$ cat config.mk
export PLATFORM = sky130hd
export DESIGN_NAME = txq_egress_sched
export DESIGN_NICKNAME = d
export VERILOG_FILES = /design/src/rtl/txq_sched_pkg.sv /design/src/rtl/txq_prio_find.sv /design/src/rtl/txq_rr_find.sv /design/src/rtl/txq_lock_ctrl.sv /design/src/rtl/txq_egress_sched.sv
export SDC_FILE = /design/constraint.sdc
export NUM_CORES = 1
export LEC_CHECK = 0
export ABC_AREA = 1
export BUFFER_PORTS_ARGS = -buffer_cell sky130_fd_sc_hd__buf_2
export CAP_MARGIN = 20
export CORE_MARGIN = 3
export CORE_UTILIZATION = 30
export CTS_CLUSTER_SIZE = 10
export DETAILED_ROUTE_END_ITERATION = 10
export PLACE_DENSITY = 0.52
export SLEW_MARGIN = 20
export SYNTH_ARGS = -nofsm -noshare
export SYNTH_HDL_FRONTEND = slang
export SYNTH_SLANG_ARGS = --single-unit
$ cat constraint.sdc
create_clock -name clk -period 1.9 [get_ports clk]
set_input_delay 0.19 -clock clk [delete_from_list [all_inputs] [get_ports clk]]
set_output_delay 0.19 -clock clk [all_outputs]
set_load 0.05 [all_outputs]
$ cat src/rtl/txq_sched_pkg.sv
package txq_sched_pkg;

   typedef enum logic {
      ARB_ROUND_ROBIN = 1'b0,
      ARB_STRICT      = 1'b1
   } arb_mode_e;

   function automatic arb_mode_e mode_of(input logic strict_bit, input bit rr_built);
      if (!rr_built || strict_bit) return ARB_STRICT;
      return ARB_ROUND_ROBIN;
   endfunction

endpackage

$ cat src/rtl/txq_prio_find.sv
module txq_prio_find #(
   parameter int NUM_Q = 8,
   localparam int QW = $clog2(NUM_Q)
) (
   input  logic [NUM_Q-1:0] cand,
   output logic             any,
   output logic [QW-1:0]    idx
);

   generate
      if (NUM_Q < 2) begin : g_bad_cfg
         $error("txq_prio_find needs at least two queues");
      end
   endgenerate

   always_comb begin
      idx = '0;
      for (int i = 0; i < NUM_Q; i++) begin
         if (cand[i]) idx = QW'(i);
      end
   end

   assign any = |cand;

endmodule

$ cat src/rtl/txq_rr_find.sv
module txq_rr_find #(
   parameter int NUM_Q = 8,
   localparam int QW = $clog2(NUM_Q)
) (
   input  logic [NUM_Q-1:0] cand,
   input  logic [QW-1:0]    last,
   output logic [QW-1:0]    idx
);

   always_comb begin
      idx = last;
      for (int k = NUM_Q; k >= 1; k--) begin
         int pos;
         pos = int'(last) + k;
         if (pos >= NUM_Q) pos = pos - NUM_Q;
         if (cand[pos]) idx = QW'(pos);
      end
   end

endmodule

$ cat src/rtl/txq_lock_ctrl.sv
module txq_lock_ctrl #(
   parameter int NUM_Q = 8,
   localparam int QW = $clog2(NUM_Q)
) (
   input  logic             clk,
   input  logic             rst_n,
   input  logic [NUM_Q-1:0] cand,
   input  logic             cand_any,
   input  logic [QW-1:0]    pick,
   input  txq_sched_pkg::arb_mode_e mode,
   input  logic             port_elig,
   input  logic             pkt_eop,
   output logic             locked,
   output logic [QW-1:0]    qid,
   output logic [QW-1:0]    rr_last
);
   import txq_sched_pkg::*;

   logic start, finish;

   assign start  = !locked && port_elig && cand_any;
   assign finish = locked && port_elig && pkt_eop;

   always_ff @(posedge clk) begin
      if (!rst_n) begin
         locked  <= 1'b0;
         qid     <= '0;
         rr_last <= QW'(NUM_Q - 1);
      end else if (start) begin
         locked  <= 1'b1;
         qid     <= pick;
         rr_last <= pick;
      end else if (finish) begin
         locked  <= 1'b0;
      end
   end

   AST_LOCK_HOLD: assert property (@(posedge clk) disable iff (!rst_n)
      (locked && !(port_elig && pkt_eop)) |=> (locked && $stable(qid)));

   AST_LOCK_ELIG: assert property (@(posedge clk) disable iff (!rst_n)
      $rose(locked) |-> ((($past(cand) >> qid) & NUM_Q'(1)) != '0));

   AST_STRICT_TOP: assert property (@(posedge clk) disable iff (!rst_n)
      ($rose(locked) && $past(mode) == ARB_STRICT) |-> ((($past(cand) >> qid) >> 1) == '0));

   AST_STALL_HOLD: assert property (@(posedge clk) disable iff (!rst_n)
      (locked && !port_elig) |=> (locked && $stable(qid)));

   AST_STALL_NO_START: assert property (@(posedge clk) disable iff (!rst_n)
      (!locked && !port_elig) |=> !locked);

   AST_IDLE_EMPTY: assert property (@(posedge clk) disable iff (!rst_n)
      (!locked && cand == '0) |=> !locked);

   AST_NEXT_GRANT: assert property (@(posedge clk) disable iff (!rst_n)
      (!locked && port_elig && cand != '0) |=> locked);

endmodule

$ cat src/rtl/txq_egress_sched.sv
module txq_egress_sched #(
   parameter int NUM_Q = 8,
   parameter bit HAS_RR = 1'b1,
   localparam int QW = $clog2(NUM_Q)
) (
   input  logic             clk,
   input  logic             rst_n,
   input  logic             strict_en,
   input  logic [NUM_Q-1:0] q_req,
   input  logic [NUM_Q-1:0] q_elig,
   input  logic             port_elig,
   input  logic             pkt_eop,
   output logic [NUM_Q-1:0] gnt,
   output logic             gnt_vld,
   output logic [QW-1:0]    gnt_qid,
   output logic             beat_take
);
   import txq_sched_pkg::*;

   generate
      if (NUM_Q < 2 || NUM_Q > 256) begin : g_bad_cfg
         $error("txq_egress_sched: NUM_Q must lie in 2..256");
      end
   endgenerate

   logic [NUM_Q-1:0] cand;
   logic             cand_any;
   logic [QW-1:0]    prio_idx, pick, rr_last;
   logic             locked;
   logic [QW-1:0]    qid;
   arb_mode_e        mode;

   assign cand = q_req & q_elig;
   assign mode = mode_of(strict_en, HAS_RR);

   txq_prio_find #(.NUM_Q(NUM_Q)) u_prio (
      .cand (cand),
      .any  (cand_any),
      .idx  (prio_idx)
   );

   generate
      if (HAS_RR) begin : g_rr
         logic [QW-1:0] rr_idx;
         txq_rr_find #(.NUM_Q(NUM_Q)) u_rr (
            .cand (cand),
            .last (rr_last),
            .idx  (rr_idx)
         );
         assign pick = (mode == ARB_STRICT) ? prio_idx : rr_idx;
      end else begin : g_strict_only
         assign pick = prio_idx;
      end
   endgenerate

   txq_lock_ctrl #(.NUM_Q(NUM_Q)) u_lock (
      .clk       (clk),
      .rst_n     (rst_n),
      .cand      (cand),
      .cand_any  (cand_any),
      .pick      (pick),
      .mode      (mode),
      .port_elig (port_elig),
      .pkt_eop   (pkt_eop),
      .locked    (locked),
      .qid       (qid),
      .rr_last   (rr_last)
   );

   generate
      for (genvar g = 0; g < NUM_Q; g++) begin : g_gnt
         assign gnt[g] = locked && (qid == QW'(g));
      end
   endgenerate

   assign gnt_vld   = locked;
   assign gnt_qid   = qid;
   assign beat_take = locked && port_elig;

   AST_GNT_ONEHOT: assert property (@(posedge clk) disable iff (!rst_n)
      $onehot0(gnt) && (gnt_vld == (gnt != '0)));

   AST_TAKE_STALL: assert property (@(posedge clk) disable iff (!rst_n)
      !port_elig |-> !beat_take);

endmodule

## After elaboration in Yosys (flattened, before gate mapping)

Index checks and enable logic that the tools add are counted.

- Bits of input ports: 21
- Register bits: 7
- Output and inout bits: 13

- Equality and inequality tests: 7
- Reductions and logical operators: 16
- Magnitude comparators: 16
- $add $sub $neg: 16
- Multiplexer cells: 53
- Bitwise operators: 1

Operators with widths:

| cell | count |
|---|---|
| greater-or-equal comparator 32 x 5 -> 1 bit (second input constant) | 8 |
| < comparator 32 x 5 -> 1 bit (second input constant) | 8 |
| two-way mux 32 bit | 8 |
| subtractor 32 x 5 -> 32 bit (second input constant) | 8 |
| two-way mux 3 bit | 13 |
| binary-select mux 1 bit (select 3 bit) | 8 |
| two-way mux 1 bit | 22 |
| adder 3 x 3 -> 4 bit (second input constant) | 4 |
| == test 3 bit (second input constant) | 4 |
| logical AND 1 bit | 12 |
| adder 3 x 2 -> 4 bit (second input constant) | 2 |
| bitwise AND 8 bit | 1 |
| OR reduction 8 bit | 1 |
| == test 3 x 2 -> 1 bit (second input constant) | 2 |
| adder 3 x 4 -> 5 bit (second input constant) | 1 |
| adder 3 x 1 -> 4 bit (second input constant) | 1 |
| two-way mux 2 bit | 2 |
| == test 3 x 1 -> 1 bit (second input constant) | 1 |
| zero test 3 bit | 1 |
| nonzero test 2 bit | 1 |
| zero test 1 bit | 1 |

## Longest topological paths before layout

- Depth after elaboration: 15
- Depth in mapped cells: 19
- Gate-level depth less buffers: 18

## Cells and area by module

Synthesis repeated with hierarchy kept, for this count alone.

- Cells, all modules: 217
- Area total of the unflattened synthesis: 1114.8 µm²

Modules (own cells, without submodules):

| module | area each (µm²) | sequential area each (µm²) | cells each | instances |
|---|---|---|---|---|
| txq_rr_find | 626.9 | 0.0 | 125 | 1 |
| txq_lock_ctrl | 241.5 | 140.1 | 28 | 1 |
| txq_egress_sched | 168.9 | 0.0 | 44 | 1 |
| txq_prio_find | 77.6 | 0.0 | 20 | 1 |

## Worst setup path before layout

Ideal clock, no wire load.

- Path kind: register to register
- Start point: reg u_lock.rr_last[1]
- End point: reg u_lock.rr_last[1]
- Clock period less this slack: 2.005 ns
- Required time: 1.774 ns
- Path slack: -0.105 ns
- Cell stages (with the launch flop): 19
- Path buffers: 2
- Data arrival time: 1.879 ns
- Cells stage by stage: dfxtp_1 -> buf_4 -> clkinv_2 -> ha_1 -> buf_2 -> inv_1 -> nand3_1 -> nand3_1 -> nand2_2 -> nand2_1 -> o21ai_1 -> o21ai_1 -> nand2_1 -> nand2_1 -> nand2_1 -> nand2_1 -> nand2_1 -> nand2_1 -> o211ai_1

- Word-level cells in the longest chain between the ends: 15
- Elaborated cells on any way between the ends: 65
- Those cells by class: add/sub (16); order compare (8); mux (41)

Ends and longest elaborated chain:

| item | line | source |
|---|---|---|
| start, declared | txq_lock_ctrl.sv:15 | `output logic [QW-1:0] rr_last` |
| start signal, assigned | txq_lock_ctrl.sv:28 | `rr_last <= QW'(NUM_Q - 1);` |
| start signal, assigned | txq_lock_ctrl.sv:32 | `rr_last <= pick;` |
| adder 3 x 4 -> 5 bit | txq_rr_find.sv:14 | `pos = int'(last) + k;` |
| subtractor 32 x 5 -> 32 bit / greater-or-equal comparator 32 x 5 -> 1 bit (equally long branches) | txq_rr_find.sv:15 | `if (pos >= NUM_Q) pos = pos - NUM_Q;` |
| two-way mux 32 bit | txq_rr_find.sv:15 |  |
| binary-select mux 1 bit (select 3 bit) | txq_rr_find.sv:16 | `if (cand[pos]) idx = QW'(pos);` |
| two-way mux 1 bit (not written as such) (2 in a row) | txq_rr_find.sv:16 |  |
| two-way mux 3 bit (7 in a row) | txq_rr_find.sv:16 |  |
| two-way mux 3 bit * | txq_rr_find.sv:16 |  |
| two-way mux 3 bit * | txq_egress_sched.sv:50 | `assign pick = (mode == ARB_STRICT) ? prio_idx : rr_idx;` |

Mark *: on every way between the ends. The rest lies on a longest branch, timed or not. The select of a mux whose other input is x is not followed.
A chain may end at the register's enable or synchronous reset.

## Worst setup path in the final report

Same ends and word-level chain as after synthesis.

==> results.py <==
metrics = {
    "synth": {
        "synth_warnings": 0,
        "synthCells": 198,
        "synthArstFlopShare": 0,
        "syn_avg_cell_area_um2": 5.17,
        "yosys.area.top_type": "nand2_1",
        "yosys-top-cells-area": "nand2_1, nand3_1, dfxtp_1",
        "netlist_area_um2": 1020,
        "yosysSeqAreaShare": 0.137,
        "ys_top_cells_by_count": "nand2_1, nand3_1, inv_1, a21oi_1, nor2_1",
        "synth_cell_types": 25,
        "synth_edf_count": 0,
        "synth_nets": 221,
        "ys.flop_type": "dfxtp_1",
        "yosys.area.top_type_share": 0.297,
        "ys_seq_elements": 7,
        "synth.most_common_cell": "nand2_1",
    },
    "finish": {
        "final_layout_size_suffix_gt1_frac": 0.406,
        "fin_area_um2": 1580,
        "nNetsFinal": 280,
        "antenna_cells": 0,
        "fin_util": 0.502,
        "syn2layout_area_growth_pct": 54.8,
        "fin_cells": 300,
        "num-fill-cells": 364,
    },
    "pwr": {
        "peakVddDrop_v": 0.000376,
        "power_mw": 1.26,
        "leakage_nw": 0.890,
        "powerDensity_nw_per_um2": 793,
    },
    "clocking": {
        "root_buffer": "clkbuf_4",
        "cts_buffers": 3,
        "cts_tree": "done",
        "clkTransAtPathRegs_ns": 0.05,
        "worstSkewPairLatency_ns": 0.25,
        "htree_num_levels": 1,
        "cts_num_sinks": 7,
        "ctsLongestPathBuffers": 2,
    },
    "timing": {
        "drv_slew": 0,
        "maxSlewHeadroom": 0.800,
        "holdWs_ns": 0.176,
        "max_freq_mhz": 549,
        "final.setup.worst_slack_ns": 0.0784,
        "post-route-min-period_ns": 1.82,
        "fin_crit_sh": 0.959,
        "fin_tns_setup_ns": 0,
        "setup_viol": 0,
        "rsz0062_at_grt": "true",
        "worstMarginPinSlew_ns": 0.299,
        "skew_ns": 0.00567,
        "hold_violations": 0,
    },
    "detailed_routing": {
        "totalWireLength_mm": 3.34,
        "vias_per_cell": 4.74,
        "drtIter0Drc": 34,
        "top_layer_used": "met4",
        "wire_per_inst_um": 11.1,
        "drtAntennaViolNets": 0,
        "dr.pass1.iters": 4,
        "dr_wl_met2_mm": 1.59,
        "vias": 1421,
        "drc": 0,
        "drt-met1-wl_mm": 1.56,
        "wl_met3_um": 143,
    },
    "worst_setup_path": {
        "cp_top_family": "simple AND/OR/NAND/NOR gates",
        "end_kind": "register",
        "crit_path_start_kind": "register",
        "cp.required_ns": 2.03,
        "slowest_stage": "dfxtp_2",
        "path_class": "reg2reg",
        "arrival_ns": 1.95,
        "max_stage_delay_ns": 0.35,
        "worst-path-buf-inv": 3,
        "cp_max_fo": 7,
        "cp_cell_sequence": "buf_4 > buf_6 > nand3_1 > nand3_1 > nand2_2 > buf_4 > o21ai_1 > nand2_1 > nand2_1 > nand2_1 > nand2_1 > nand2_2 > nand2_2 > o211ai_1",
        "crit_top_cell": "nand2_1",
    },
    "place": {
        "dpl.hpwl_mm": 2.77,
        "dp_cells": 293,
        "dpl_cell_area_um2": 1390,
        "port_buffers": 33,
        "gp_congestion": 0.846,
        "place_worst_setup_slack_ns": -0.0911,
    },
    "global_route": {
        "antenna_found_initial": 0,
        "gr-total-overflow": 0,
        "grt_pass1_vias": 1237,
        "grt_start_max_net_pins": 11,
        "grt_use_total": 0.158,
        "grt_first_pass_wirelength_mm": 5.38,
    },
    "floorplan": {
        "rows": 20,
        "fp.dieH_um": 64.4,
        "initial_core_util": 0.325,
        "dieArea_um2": 4150,
        "fp.coreArea_um2": 3150,
        "ioPinCount": 34,
        "die_w_um": 64.4,
    },
    "run_status": {
        "status": "finished clean",
    },
    "hold_path": {
        "hp-class": "in2reg",
    },
    "run": {
        "cap_violations": 0,
    },
}
==> layout make-up <==
cell class / instances / area, um2 / share of cell area
tap: 44 / 55.1 / 0.0348
inverter: 26 / 108 / 0.0679
timing repair buffer: 58 / 364 / 0.230
multi-input combinational: 161 / 885 / 0.558
sequential: 7 / 146 / 0.0924
clock buffer: 4 / 26.3 / 0.0166
==> kinds of logic after synthesis <==
| family | synth area share |
|---|---|
| xor+xnor | 0.0171 |
| simple gates | 0.571 |
| flops | 0.137 |
| fa+ha+maj | 0.0244 |
| buf+inv | 0.127 |
| compound gates | 0.123 |
==> sequential cells by signal, summed over array words and instances (netlist names) <==
register / flops
u_lock.qid: 3
u_lock.rr_last: 3
u_lock.locked: 1
==> worst paths after layout <==
kind | startpoint | to | slack (ns) | cells past startpoint
min reg2reg | u_lock.locked | u_lock.locked | 0.51 | 2
max | u_lock.rr_last[1] | u_lock.rr_last[1] | 0.08 | 14
min | rst_n | u_lock.rr_last[1] | 0.18 | 2
max reg2reg | u_lock.rr_last[1] | u_lock.rr_last[1] | 0.08 | 14
==> layout by cell type, fill, tap and decap left out, types with 2 or more instances in the layout <==
master and instances:
nand2_1 69, ha_4 2, o211ai_1 2, dfxtp_1 4
o21ai_1 2, inv_2 3, nor2_1 9, clkbuf_4 3
nand2_2 14, inv_1 20, nand4_1 2, nand3_2 9
inv_4 2, buf_6 3, dfxtp_2 2, buf_4 22
buf_2 33, a21oi_2 3, nand3_1 28, a21oi_1 11
==> report_power, final <==
group	internal [mW]	leakage [nW]	switching (mW)
registers	0.168	0.0574	0.0224
clock network	0.0801	0.0150	0.0531
logic	0.387	0.818	0.546
==> what timing repair did <==
action,4_1_cts,5_1_grt
pin swaps,3,9
endpoints found under the setup margin,6,6
resized for setup,9,30
hold buffers,0,0
hold endpoints to repair,0,0
buffers inserted,2,1
==> routing by layer <==
metal / track usage / vias to the layer above
met3: 0.0139 / 6
met1: 0.209 / 627
met2: 0.276 / 36
li1: - / 752
met5: 0 / -
met4: 0.0396 / 0
No activity file was read; power rests on OpenSTA's default activity.
